`src/rtl/addp_pkg.sv`:
```
package addp_pkg;
  // Where an operand was taken from in the execute stage
  typedef enum logic {
    OPND_FROM_RF   = 1'b0,
    OPND_FROM_HELD = 1'b1
  } opnd_src_e;
endpackage

```
`src/rtl/addp_regfile.sv`:
```
module addp_regfile #(
  parameter int NUM_REGS = 8,
  parameter int DATA_W   = 16,
  parameter int IDX_W    = $clog2(NUM_REGS)
) (
  input  logic              clk,
  input  logic              rst_n,
  input  logic [IDX_W-1:0]  rd_a_idx,
  output logic [DATA_W-1:0] rd_a_data,
  input  logic [IDX_W-1:0]  rd_b_idx,
  output logic [DATA_W-1:0] rd_b_data,
  input  logic              wb_en,
  input  logic [IDX_W-1:0]  wb_idx,
  input  logic [DATA_W-1:0] wb_data,
  input  logic              ld_en,
  input  logic [IDX_W-1:0]  ld_idx,
  input  logic [DATA_W-1:0] ld_data
);
  logic [DATA_W-1:0] regs [NUM_REGS];

  // One storage slot per register; writeback has priority over preload
  for (genvar g = 0; g < NUM_REGS; g++) begin : g_slot
    logic hit_wb, hit_ld;
    assign hit_wb = wb_en && (wb_idx == IDX_W'(g));
    assign hit_ld = ld_en && (ld_idx == IDX_W'(g));
    always_ff @(posedge clk) begin
      if (!rst_n)      regs[g] <= '0;
      else if (hit_wb) regs[g] <= wb_data;
      else if (hit_ld) regs[g] <= ld_data;
    end
  end

  assign rd_a_data = regs[rd_a_idx];
  assign rd_b_data = regs[rd_b_idx];

  // a writeback is visible in the array one cycle later
  a_r9_wb_lands: assert property (@(posedge clk) disable iff (!rst_n)
    wb_en |=> regs[$past(wb_idx)] == $past(wb_data));

  // a preload that does not collide with a writeback lands
  a_r11_ld_lands: assert property (@(posedge clk) disable iff (!rst_n)
    (ld_en && !(wb_en && wb_idx == ld_idx)) |=> regs[$past(ld_idx)] == $past(ld_data));
endmodule

```
`src/rtl/addp_opnd_sel.sv`:
```
module addp_opnd_sel
  import addp_pkg::*;
#(
  parameter int DATA_W = 16,
  parameter int IDX_W  = 3
) (
  input  logic              held_valid,
  input  logic [IDX_W-1:0]  held_dst,
  input  logic [DATA_W-1:0] held_result,
  input  logic [IDX_W-1:0]  src_idx,
  input  logic [DATA_W-1:0] rf_data,
  output logic [DATA_W-1:0] opnd,
  output opnd_src_e         src_sel
);
  always_comb begin
    src_sel = (held_valid && (held_dst == src_idx)) ? OPND_FROM_HELD : OPND_FROM_RF;
    opnd    = (src_sel == OPND_FROM_HELD) ? held_result : rf_data;
  end
endmodule

```
`src/rtl/addp_exwb.sv`:
```
module addp_exwb #(
  parameter int DATA_W = 16,
  parameter int IDX_W  = 3
) (
  input  logic              clk,
  input  logic              rst_n,
  input  logic              issue_valid,
  input  logic [IDX_W-1:0]  issue_dst,
  input  logic [DATA_W-1:0] opnd_a,
  input  logic [DATA_W-1:0] opnd_b,
  output logic              held_valid,
  output logic [IDX_W-1:0]  held_dst,
  output logic [DATA_W-1:0] held_result
);
  // Wrap-around addition of two operands
  function automatic logic [DATA_W-1:0] wrap_sum(input logic [DATA_W-1:0] x,
                                                 input logic [DATA_W-1:0] y);
    return x + y;
  endfunction

  always_ff @(posedge clk) begin
    if (!rst_n) begin
      held_valid  <= 1'b0;
      held_dst    <= '0;
      held_result <= '0;
    end else begin
      held_valid <= issue_valid;
      if (issue_valid) begin
        held_dst    <= issue_dst;
        held_result <= wrap_sum(opnd_a, opnd_b);
      end
    end
  end

  // an issued operation is held next cycle with its destination
  a_r3_issue_held: assert property (@(posedge clk) disable iff (!rst_n)
    issue_valid |=> (held_valid && held_dst == $past(issue_dst)));

  // a bubble leaves nothing valid behind
  a_r8_bubble_clears: assert property (@(posedge clk) disable iff (!rst_n)
    !issue_valid |=> !held_valid);
endmodule

```
`src/rtl/addp_pipe.sv`:
```
module addp_pipe
  import addp_pkg::*;
#(
  parameter int NUM_REGS = 8,
  parameter int DATA_W   = 16,
  localparam int IDX_W   = $clog2(NUM_REGS)
) (
  input  logic              clk,
  input  logic              rst_n,
  input  logic              op_valid,
  input  logic [IDX_W-1:0]  op_dst,
  input  logic [IDX_W-1:0]  op_src_a,
  input  logic [IDX_W-1:0]  op_src_b,
  input  logic              ld_en,
  input  logic [IDX_W-1:0]  ld_idx,
  input  logic [DATA_W-1:0] ld_data,
  output logic              wb_en,
  output logic [IDX_W-1:0]  wb_idx,
  output logic [DATA_W-1:0] wb_data
);
  localparam int NUM_SRC = 2;

  logic              held_valid;
  logic [IDX_W-1:0]  held_dst;
  logic [DATA_W-1:0] held_result;

  logic [IDX_W-1:0]  src_idx [NUM_SRC];
  logic [DATA_W-1:0] rf_rd   [NUM_SRC];
  logic [DATA_W-1:0] opnd    [NUM_SRC];
  opnd_src_e         opnd_sel[NUM_SRC];

  assign src_idx[0] = op_src_a;
  assign src_idx[1] = op_src_b;

  // Writeback stage: driven straight from the held register
  assign wb_en   = held_valid;
  assign wb_idx  = held_dst;
  assign wb_data = held_result;

  addp_regfile #(.NUM_REGS(NUM_REGS), .DATA_W(DATA_W), .IDX_W(IDX_W)) rf_i (
    .clk(clk), .rst_n(rst_n),
    .rd_a_idx(src_idx[0]), .rd_a_data(rf_rd[0]),
    .rd_b_idx(src_idx[1]), .rd_b_data(rf_rd[1]),
    .wb_en(wb_en), .wb_idx(wb_idx), .wb_data(wb_data),
    .ld_en(ld_en), .ld_idx(ld_idx), .ld_data(ld_data)
  );

  // One operand selector per source port
  for (genvar p = 0; p < NUM_SRC; p++) begin : g_src
    addp_opnd_sel #(.DATA_W(DATA_W), .IDX_W(IDX_W)) sel_i (
      .held_valid(held_valid), .held_dst(held_dst), .held_result(held_result),
      .src_idx(src_idx[p]), .rf_data(rf_rd[p]),
      .opnd(opnd[p]), .src_sel(opnd_sel[p])
    );
  end

  addp_exwb #(.DATA_W(DATA_W), .IDX_W(IDX_W)) exwb_i (
    .clk(clk), .rst_n(rst_n),
    .issue_valid(op_valid), .issue_dst(op_dst),
    .opnd_a(opnd[0]), .opnd_b(opnd[1]),
    .held_valid(held_valid), .held_dst(held_dst), .held_result(held_result)
  );

  // Named hazard events for the assertions
  logic hz_a, hz_b;
  assign hz_a = op_valid && held_valid && (held_dst == op_src_a);
  assign hz_b = op_valid && held_valid && (held_dst == op_src_b);

  // no match, both operands from the register file
  a_r4_no_hazard: assert property (@(posedge clk) disable iff (!rst_n)
    (op_valid && !hz_a && !hz_b) |=>
      held_result == DATA_W'($past(rf_rd[0]) + $past(rf_rd[1])));

  // first source forwarded from the held result
  a_r5_fwd_first: assert property (@(posedge clk) disable iff (!rst_n)
    (hz_a && !hz_b) |=> held_result == DATA_W'($past(held_result) + $past(rf_rd[1])));

  // second source forwarded from the held result
  a_r6_fwd_second: assert property (@(posedge clk) disable iff (!rst_n)
    (hz_b && !hz_a) |=> held_result == DATA_W'($past(rf_rd[0]) + $past(held_result)));

  // both sources forwarded
  a_r7_fwd_both: assert property (@(posedge clk) disable iff (!rst_n)
    (hz_a && hz_b) |=> held_result == DATA_W'($past(held_result) + $past(held_result)));

  // nothing commits in the first cycle after reset
  a_r1_idle_after_reset: assert property (@(posedge clk)
    !rst_n |=> !wb_en);
endmodule

```
`config.mk`:
```
export PLATFORM = sky130hd
export DESIGN_NAME = addp_pipe
export DESIGN_NICKNAME = d
export VERILOG_FILES = /design/src/rtl/addp_pkg.sv /design/src/rtl/addp_regfile.sv /design/src/rtl/addp_opnd_sel.sv /design/src/rtl/addp_exwb.sv /design/src/rtl/addp_pipe.sv
export SDC_FILE = /design/constraint.sdc
export NUM_CORES = 1
export LEC_CHECK = 0
export BUFFER_PORTS_ARGS = -buffer_cell sky130_fd_sc_hd__buf_2
export CAP_MARGIN = 25
export CORE_MARGIN = 2
export CORE_UTILIZATION = 50
export CTS_CLUSTER_SIZE = 16
export DETAILED_ROUTE_END_ITERATION = 10
export GPL_ROUTABILITY_DRIVEN = 0
export HOLD_SLACK_MARGIN = 0.1
export PLACE_DENSITY = 0.72
export RECOVER_POWER = 25
export SLEW_MARGIN = 20
export SYNTH_ARGS = -nofsm -noshare
export SYNTH_HDL_FRONTEND = slang
export SYNTH_SLANG_ARGS = --single-unit
```
`constraint.sdc`:
```
create_clock -name clk -period 5.2 [get_ports clk]
set_input_delay 1.04 -clock clk [delete_from_list [all_inputs] [get_ports clk]]
set_output_delay 1.04 -clock clk [all_outputs]
set_load 0.01 [all_outputs]
```
==> impl_metrics.csv, run 1 <==
group,metric,value,unit
finish,nets,799,
finish,instances_no_fill,993,
yosys,synth_seq_cells,148,
pwr,power.share.sequential,46.5,%
sta,clock_skew,0.00734,ns
pwr,p_sw_share,29.5,%
setup_path,regToRegSetupSlack,1.28,ns
pwr,powerDensity,320,nW/µm²
sta,setup_violations,0,
sta,period_share,82.3,%
detailed_routing,wl_met2,14.2,mm
placement,pre_cts_ws,0.562,ns
setup_path,setup.worst_path.end_class,"register",
global_route,grt_max_degree,33,
global_route,grt_pass1_vias,7035,
clocking,hold_buffers,0,
yosys,yosys_warnings,0,
setup_path,crit_path_max_fanout,19,
finish,regArea,4240,µm²
clocking,cts_buffers,17,
clocking,cts_tree,"done",
clocking,cts_root_buf,"clkbuf_16",
setup_path,r2r-end,"exwb_i.held_result[12]",
finish,utilization,56.6,%
yosys,yosysTopAreaCell,"edfxtp_1",
clocking,clk_latency,0.44,ns
pwr,clock_power_share,34.8,%
die,fp.dieW,139,µm
detailed_routing,viasPerCell,7.24,
finish,syn_to_final_growth,11.9,%
yosys,seq_area_frac_synth,46.8,%
die,fp.dieH,139,µm
detailed_routing,wl_met3,3.58,mm
setup_path,worstSetupPathType,"input pin to register",
yosys,synthTopCellsByCount,"edfxtp_1 (128), a22o_1 (112), mux4_2 (64)",
sta,drv_slew,9,
sta,post-route-min-period,4.28,ns
yosys,syn-cell-area,9060,µm²
placement,dp.cells,956,
setup_path,required,5.51,ns
detailed_routing,wl_met1,10.2,mm
worst_hold_path,holdPathEnd,"exwb_i.held_result[10]",
die,coreArea,17900,µm²
pwr,p_leak,0.00384,µW
die,rows,49,
yosys,yosys-top-cells-area,"edfxtp_1 (42%), mux4_2 (16%), a22o_1 (11%)",
detailed_routing,post_drt_wl_per_cell,29.4,µm
detailed_routing,dr.pass1.iters,6,
yosys,synth-main-ff-cell,"edfxtp_1",
sta,worst_pin_slew,1.65,ns
job,cap_violations,1,
setup_path,r2r_start,"exwb_i.held_dst[1]",
setup_path,rr_worst_depth,13,
detailed_routing,top_layer,"met4",
global_route,grt_first_pass_wirelength,43.5,mm
detailed_routing,ant_nets,0,
sta,hold_violations,0,
pwr,switchingPower,956,µW
yosys,syn_nets,785,
clocking,cts_setup_buffers,0,
clocking,clkSlewWorstSetupHoldPaths,0.06,ns
yosys,ys_types,45,
sta,final.setup.tns,0,ns
sta,relSlewSlack,-9.86,%
die,ios,52,
outcome,status,"finished, violations left",
worst_hold_path,min_from,"exwb_i.held_result[10]",
detailed_routing,vias,7185,
finish,drive_gt1_share,22.4,%
yosys,ys_async_sr_fraction,0,%
placement,dp_hpwl,18.8,mm
finish,num-fill-cells,1457,
sta,layout_setup_ws,0.922,ns
yosys,synth.most_common_cell,"edfxtp_1",
sta,fmax,234,MHz
setup_path,crit_arrival,4.59,ns
detailed_routing,drt-initial-drc-count,1017,
clocking,clock-sinks,148,
sta,rsz0062_at_grt,"false",
detailed_routing,drc,0,
yosys,synth_edf_count,128,
global_route,antenna_found_initial,0,
die,initial_core_util,50.6,%
worst_hold_path,min_path_type,"register to register",
yosys,synth_top_area_share,42.4,%
pwr,p_int,2290,µW
clocking,clockBufferDepth,2,
yosys,syn_inst,737,
detailed_routing,totalWireLength,29.2,mm
yosys,avgSynthCellArea,12.3,µm²
worst_hold_path,min_path_cells,2,
clocking,post_cts_resized,0,
outcome,violations,"capacitance limit, slew limit",
die,fp.dieArea,19200,µm²
global_route,grt_use_total,30.5,%
pwr,combPwrFrac,18.7,%
finish,multiInputGateArea,4580,µm²
setup_path,start_kind,"input pin",
clocking,cts_max_level,4,
global_route,gr-total-overflow,0,
placement,io_buffers,51,
pwr,ir_drop,0.240,mV
==> cells by family after synthesis <==
family	share of synthesized area [%]
flops	46.8
mux	20.7
compound gates	17.4
buf+inv	3.82
xor+xnor	1.84
fa+ha+maj	2.29
simple gates	7.14
==> flip-flops by register name, summed over array words and instances, names as in the netlist <==
register / count
exwb_i.held_result: 16
rf_i.regs: 128
exwb_i.held_dst: 3
exwb_i.held_valid: 1
==> how the worst max path moves through the flow <==
| stage | to | start | depth (start not counted) |
|---|---|---|---|
| global route | exwb_i.held_result[11] | op_src_a[0] | 15 |
| global placement | exwb_i.held_result[12] | op_src_a[0] | 13 |
| floorplan | exwb_i.held_result[12] | op_src_b[0] | 14 |
| detailed placement | exwb_i.held_result[12] | op_src_a[1] | 13 |
| finish | exwb_i.held_result[12] | op_src_a[1] | 13 |
| CTS | exwb_i.held_result[12] | op_src_a[1] | 13 |
==> critical path, stage by stage <==
cell	delay [ns]
buf_2	0.35
buf_4	0.41
mux4_2	0.37
mux2i_1	0.22
a21oi_1	0.12
ha_1	0.37
a21o_1	0.18
a21o_1	0.20
a2111o_1	0.44
and4_1	0.24
a311oi_1	0.34
xor2_1	0.19
o21ai_0	0.09
==> power groups by stage <==
stage / clock, µW / combinational (µW) / sequential [µW]
floorplan: 0 / 468 / 1440
global placement: 0 / 582 / 1510
detailed placement: 0 / 596 / 1520
CTS: 1120 / 601 / 1490
global route: 1170 / 650 / 1510
finish: 1130 / 606 / 1510
==> per-layer routing <==
| layer | GRT usage, % | vias to the layer above |
|---|---|---|
| li1 | - | 2943 |
| met1 | 37.9 | 3533 |
| met2 | 49.6 | 590 |
| met3 | 8.08 | 119 |
| met4 | 15.6 | 0 |
| met5 | 0 | - |
==> final cells by class <==
cell class / count / share of cell area (%)
sequential: 148 / 41.9
clock buffer: 20 / 4.31
antenna: 1 / 0.0247
inverter: 5 / 0.185
tap: 229 / 2.83
clock inverter: 11 / 0.864
timing repair buffer: 79 / 4.80
multi-input combinational: 500 / 45.1
==> per-stage QoR <==
| stage | hold WS, ns | power (µW) | instance area [µm²] |
|---|---|---|---|
| CTS | 0.659 | 3220 | 10100 |
| finish | 0.675 | 3240 | 10100 |
| global placement | 0.635 | 2090 | 9590 |
| floorplan | 0.516 | 1910 | 9060 |
| global route | 0.719 | 3340 | 10100 |
| detailed placement | 0.651 | 2120 | 9620 |
==> cells in the final DEF (no fill, tap or decap), types with 6 or more instances in the layout <==
master,instances
edfxtp_1,128
a22o_1,112
mux4_2,64
a21oi_1,56
nor2_1,54
nand2_1,46
mux2i_1,42
buf_2,38
dfxtp_1,20
buf_4,19
clkbuf_1,18
clkbuf_16,17
ha_1,15
o21ai_0,12
xnor2_1,10
a21o_1,9
xor2_1,9
nor3_4,7
nand3b_1,7
o221ai_1,6
No activity file was read; power rests on OpenSTA's default activity.
==> run 2, diff against run 1 <==
Settings changed: PLACE_DENSITY 0.72 to 0.75.
Clock period 5.2 ns to 3.6 ns, I/O delays scaled along.
==> impl_metrics.csv, run 2 (synthesized netlist as in run 1, its figures left out) <==
group,metric,value,unit
outcome,status,"finished, violations left",
outcome,violations,"capacitance limit, slew limit",
clocking,cts_buffers,17,
pwr,p_leak,0.00419,µW
clocking,clkSlewWorstSetupHoldPaths,0.06,ns
die,fp.dieH,139,µm
detailed_routing,vias,7590,
sta,fmax,287,MHz
pwr,powerDensity,466,nW/µm²
detailed_routing,totalWireLength,30.5,mm
sta,drv_slew,68,
clocking,cts_max_level,4,
sta,rsz0062_at_grt,"false",
detailed_routing,ant_nets,0,
finish,largest_register_ffs,128,
global_route,use_met1,40.8,%
sta,relSlewSlack,-6.43,%
setup_path,cp-startpoint,"op_src_b[0]",
clocking,clock-sinks,148,
die,fp.dieArea,19200,µm²
placement,pre_cts_ws,-0.311,ns
die,fp.dieW,139,µm
sta,final.setup.tns,0,ns
finish,multiInputGateArea,4540,µm²
setup_path,required,3.93,ns
global_route,antenna_found_initial,0,
placement,io_buffers,51,
clocking,clockBufferDepth,2,
detailed_routing,viasPerCell,7.17,
finish,syn_to_final_growth,17.2,%
global_route,grt_first_pass_wirelength,45.6,mm
clocking,cts_tree,"done",
setup_path,r2r_start,"exwb_i.held_dst[2]",
sta,post-route-min-period,3.48,ns
finish,final_cell_mix,"edfxtp_1 (128), a22o_1 (112), buf_4 (82)",
global_route,grt_use_total,32.0,%
global_route,grt_use_met3,9.08,%
sta,setup_violations,0,
sta,clock_skew,0.00963,ns
setup_path,setup.worst_path.end_class,"register",
die,rows,49,
global_route,grt_util_met2,49.5,%
detailed_routing,drt-initial-drc-count,1088,
worst_hold_path,min_path_type,"input pin to register",
setup_path,crit_path_max_fanout,6,
finish,drive_gt1_share,29.5,%
setup_path,crit_arrival,3.81,ns
clocking,clk_latency,0.44,ns
finish,num-fill-cells,1377,
finish,antenna_cells,0,
setup_path,worstSetupPathType,"input pin to register",
sta,period_share,96.6,%
global_route,gr-total-overflow,0,
die,initial_core_util,50.6,%
job,cap_violations,4,
pwr,ir_drop,0.397,mV
setup_path,start_kind,"input pin",
die,coreArea,17900,µm²
finish,regArea,4240,µm²
worst_hold_path,min_from,"op_dst[2]",
global_route,grt_max_degree,25,
detailed_routing,drc,0,
global_route,grt_busiest_layer,"met2",
detailed_routing,post_drt_wl_per_cell,28.8,µm
die,ios,52,
global_route,grt_pass1_vias,7603,
sta,worst_pin_slew,1.60,ns
detailed_routing,dr.pass1.iters,6,
finish,nets,865,
finish,top_register,"rf_i.regs",
placement,dp_hpwl,19.4,mm
sta,hold_violations,0,
finish,top_regs,"rf_i.regs (128), exwb_i.held_result (16), exwb_i.held_dst (3)",
clocking,cts_root_buf,"clkbuf_16",
sta,layout_setup_ws,0.121,ns
finish,final_common_cell,"edfxtp_1",
## run 2: changes by cell type in the layout (fill, tap and decap cells not counted), sizes merged
cell    before  now
bufinv       1    2
clkinv       6    7
clkbuf      35   31
buf         64  133
diode        1    0
## run 2: what timing repair did
action	4_1_cts	5_1_grt
setup endpoints to repair	0	4
setup buffers	0	1
resized for setup	0	6
hold buffers	0	0
## run 2: routing by layer
layer  routed length (µm)  vias up
met5                    0        -
met4                 1750        0
met3                 4050      162
met2                14000      660
met1                10800     3687
li1                     -     3081
## run 2: where the power goes
part	leakage (µW)	total, µW	internal, µW	switching (µW)
combinational	0.00243	1050	483	567
sequential	0.00150	2160	1990	168
clock	0.000266	1740	1010	728
## run 2: path summary, 6_finish.rpt
check,to,slack [ns],depth (start not counted)
max reg2reg,exwb_i.held_result[12],0.21,13
min reg2reg,exwb_i.held_result[10],0.67,2
min,exwb_i.held_dst[2],0.53,3
max,exwb_i.held_result[12],0.12,13
## run 2: metrics by stage
stage	instances	hold WS (ns)	power, µW	area, µm²	utilization (%)
after CTS	1058	0.530	4910	10700	59.6
after floorplan	737	0.516	2780	9190	-
final	1059	0.529	4950	10600	59.3
after global routing	1059	0.534	5090	10600	59.3
after detailed placement	1026	0.639	3190	10100	56.4
after global placement	1026	0.643	3150	10100	56.4
## run 2: final cells by class
cell class                      count  area share [%]
Sequential cell                   148            40.0
Timing Repair Buffer              145            9.04
Clock inverter                     13            1.26
Clock buffer                       19            4.08
Inverter                            5           0.177
Multi-Input combinational cell    500            42.8
Tap cell                          229            2.70
## run 2: critical path, stage by stage
cell      delay [ns]
clkbuf_4        0.17
buf_12          0.14
mux4_2          0.50
mux2i_1         0.15
a21oi_1         0.14
fa_2            0.41
a21o_1          0.17
a21o_1          0.17
a2111o_1        0.41
and4_1          0.25
a311oi_2        0.30
xor2_1          0.20
o21ai_1         0.07
==> run 3, diff against run 2 <==
Settings changed: ABC_AREA set to 1, CAP_MARGIN 25 to 20.
==> impl_metrics.csv, run 3 <==
group,metric,value,unit
finish,syn_to_final_growth,15.9,%
pwr,p_leak,0.00464,µW
setup_path,cp-startpoint,"rst_n",
yosys,synth_seq_cells,148,
yosys,synth_edf_count,128,
die,coreArea,18500,µm²
clocking,clock-sinks,148,
global_route,grt_use_met3,10.8,%
yosys,yosysTopAreaCell,"edfxtp_1",
die,ios,52,
yosys,ys_async_sr_fraction,0,%
finish,fin_area,10800,µm²
sta,rsz0062_at_grt,"false",
detailed_routing,drt-initial-drc-count,1771,
die,fp.dieArea,19800,µm²
sta,clock_skew,0.00694,ns
sta,period_share,95.1,%
die,fp.dieW,141,µm
global_route,gr-total-overflow,0,
setup_path,regToRegSetupSlack,0.41,ns
sta,worst_pin_slew,1.41,ns
global_route,use_met1,44.9,%
detailed_routing,totalWireLength,34.5,mm
pwr,powerDensity,474,nW/µm²
setup_path,r2r-end,"exwb_i.held_result[14]",
sta,post-route-min-period,3.43,ns
clocking,clk_latency,0.44,ns
yosys,syn_inst,1178,
yosys,yosys-top-cells-area,"edfxtp_1 (41%), o22ai_1 (7.7%), nand2_1 (7.7%)",
setup_path,setup.worst_path.end_class,"register",
worst_hold_path,min_path_type,"register to register",
setup_path,crit_arrival,3.53,ns
finish,top_regs,"rf_i.regs (128), exwb_i.held_result (16), exwb_i.held_dst (3)",
detailed_routing,dr.pass1.iters,8,
pwr,switchingPower,1530,µW
finish,utilization,58.6,%
finish,num-fill-cells,1660,
pwr,finalPower,5140,µW
outcome,status,"finished clean",
placement,placed_area,10300,µm²
detailed_routing,vias,9912,
yosys,synth.most_common_cell,"nand2_1",
clocking,clockBufferDepth,2,
global_route,grt_use_total,34.7,%
sta,relSlewSlack,5.85,%
pwr,combPwrFrac,21.9,%
worst_hold_path,min_from,"exwb_i.held_dst[0]",
yosys,synth-main-ff-cell,"edfxtp_1",
worst_hold_path,holdPathEnd,"exwb_i.held_dst[0]",
pwr,clock_power_share,37.9,%
die,initial_core_util,50.6,%
pwr,p_sw_share,29.8,%
placement,io_buffers,51,
sta,fmax,292,MHz
sta,setup_violations,0,
clocking,cts_root_buf,"clkbuf_16",
global_route,grt_pass1_vias,9316,
setup_path,crit_path_max_fanout,22,
yosys,seq_area_frac_synth,45.3,%
global_route,grt_first_pass_wirelength,52.0,mm
clocking,cts_max_level,4,
yosys,syn_nets,1226,
detailed_routing,post_drt_wl_per_cell,23.0,µm
finish,nets,1300,
setup_path,rr_worst_depth,19,
die,fp.dieH,141,µm
finish,antenna_cells,0,
die,rows,50,
yosys,synth_top_area_share,41.0,%
setup_path,required,3.70,ns
sta,hold_ws,0.546,ns
placement,dp_hpwl,21.5,mm
yosys,syn-cell-area,9360,µm²
pwr,ir_drop,0.266,mV
yosys,ys_types,41,
setup_path,start_kind,"input pin",
yosys,synthTopCellsByCount,"nand2_1 (192), inv_1 (129), edfxtp_1 (128), o21ai_0 (128), o22ai_1 (116)",
job,cap_violations,0,
finish,final_cell_mix,"nand2_1 (192), inv_1 (130), o21ai_0 (128), edfxtp_1 (128), o22ai_1 (116)",
clocking,hold_buffers,0,
sta,hold_violations,0,
clocking,cts_buffers,17,
sta,final.setup.tns,0,ns
clocking,cts_tree,"done",
global_route,grt_busiest_layer,"met2",
global_route,grt_max_degree,43,
worst_hold_path,min_path_cells,2,
pwr,power.share.sequential,40.2,%
setup_path,r2r_start,"exwb_i.held_dst[1]",
global_route,antenna_found_initial,0,
clocking,post_cts_resized,0,
finish,top_register,"rf_i.regs",
clocking,clkSlewWorstSetupHoldPaths,0.06,ns
setup_path,worstSetupPathType,"input pin to register",
clocking,cts_setup_buffers,0,
global_route,grt_util_met2,52.2,%
detailed_routing,drc,0,
yosys,yosys_warnings,0,
sta,drv_slew,0,
yosys,avgSynthCellArea,7.95,µm²
detailed_routing,viasPerCell,6.61,
finish,final_common_cell,"nand2_1",
finish,largest_register_ffs,128,
detailed_routing,ant_nets,0,
pwr,p_int,3610,µW
finish,drive_gt1_share,13.2,%
## run 3: cell count changes after synthesis, sizes merged, moves of 9 or more
cell,change
a22o,-112
o211ai,+9
nand3,+105
buf,+10
clkbuf,-18
inv,+143
o22ai,+116
a21oi,+62
mux4,-64
o21ai,+126
nand2,+146
mux2i,-42
## run 3: through the flow
stage / instances / worst slack (ns)
2_1_floorplan: 1178 / 0.181
3_3_place_gp: 1467 / 0.0920
3_5_place_dp: 1467 / -0.0253
4_1_cts: 1499 / 0.332
5_1_grt: 1499 / 0.0309
6_report: 1499 / 0.175
## run 3: how the worst max path moves through the flow
stage | to | slack [ns] | cells past startpoint
floorplan | exwb_i.held_result[14] | 0.18 | 21
global placement | exwb_i.held_result[14] | 0.09 | 21
detailed placement | exwb_i.held_result[14] | -0.03 | 21
CTS | exwb_i.held_result[14] | 0.33 | 19
global route | exwb_i.held_result[14] | 0.03 | 19
finish | rf_i.regs[1][0] | 0.17 | 7
## run 3: cells by family (layout without fill, tap and decap cells)
kind of cell / Yosys count / in the layout / synth area share [%]
DFF: 148 / 148 / 45.3
AOI/OAI and AO/OA: 411 / 411 / 25.1
buffers and inverters: 231 / 318 / 9.83
adders and majority gates: 16 / 16 / 2.22
and+or+nand+nor: 362 / 362 / 16.6
xor gates and xnor gates: 10 / 10 / 0.935
## run 3: per-layer routing
layer | up-vias | wire (µm)
li1 | 4343 | -
met2 | 913 | 15000
met5 | - | 0
met1 | 4463 | 12200
met3 | 193 | 5420
met4 | 0 | 1970
## run 3: power by group through the flow
stage	logic (µW)	registers, µW	clock network (µW)
floorplan	644	2070	0
global placement	1070	2090	0
detailed placement	1080	2090	0
CTS	1090	2060	1940
global route	1210	2070	2000
finish	1120	2070	1950
## run 3: layout make-up
class	count	area, µm²	area share [%]
well taps	234	293	2.70
clock inverters	10	179	1.65
inverters	155	582	5.36
clock buffers	22	454	4.19
repair buffers	131	897	8.27
flip-flops and latches	148	4250	39.1
multi-input cells	799	4200	38.7
## run 3: worst max-delay path, stage by stage
cell	delay [ns]
clkbuf_1	0.67
inv_1	0.68
nor2_1	0.29
nand2_1	0.07
clkbuf_1	0.52
nand2_1	0.20
buf_4	0.35
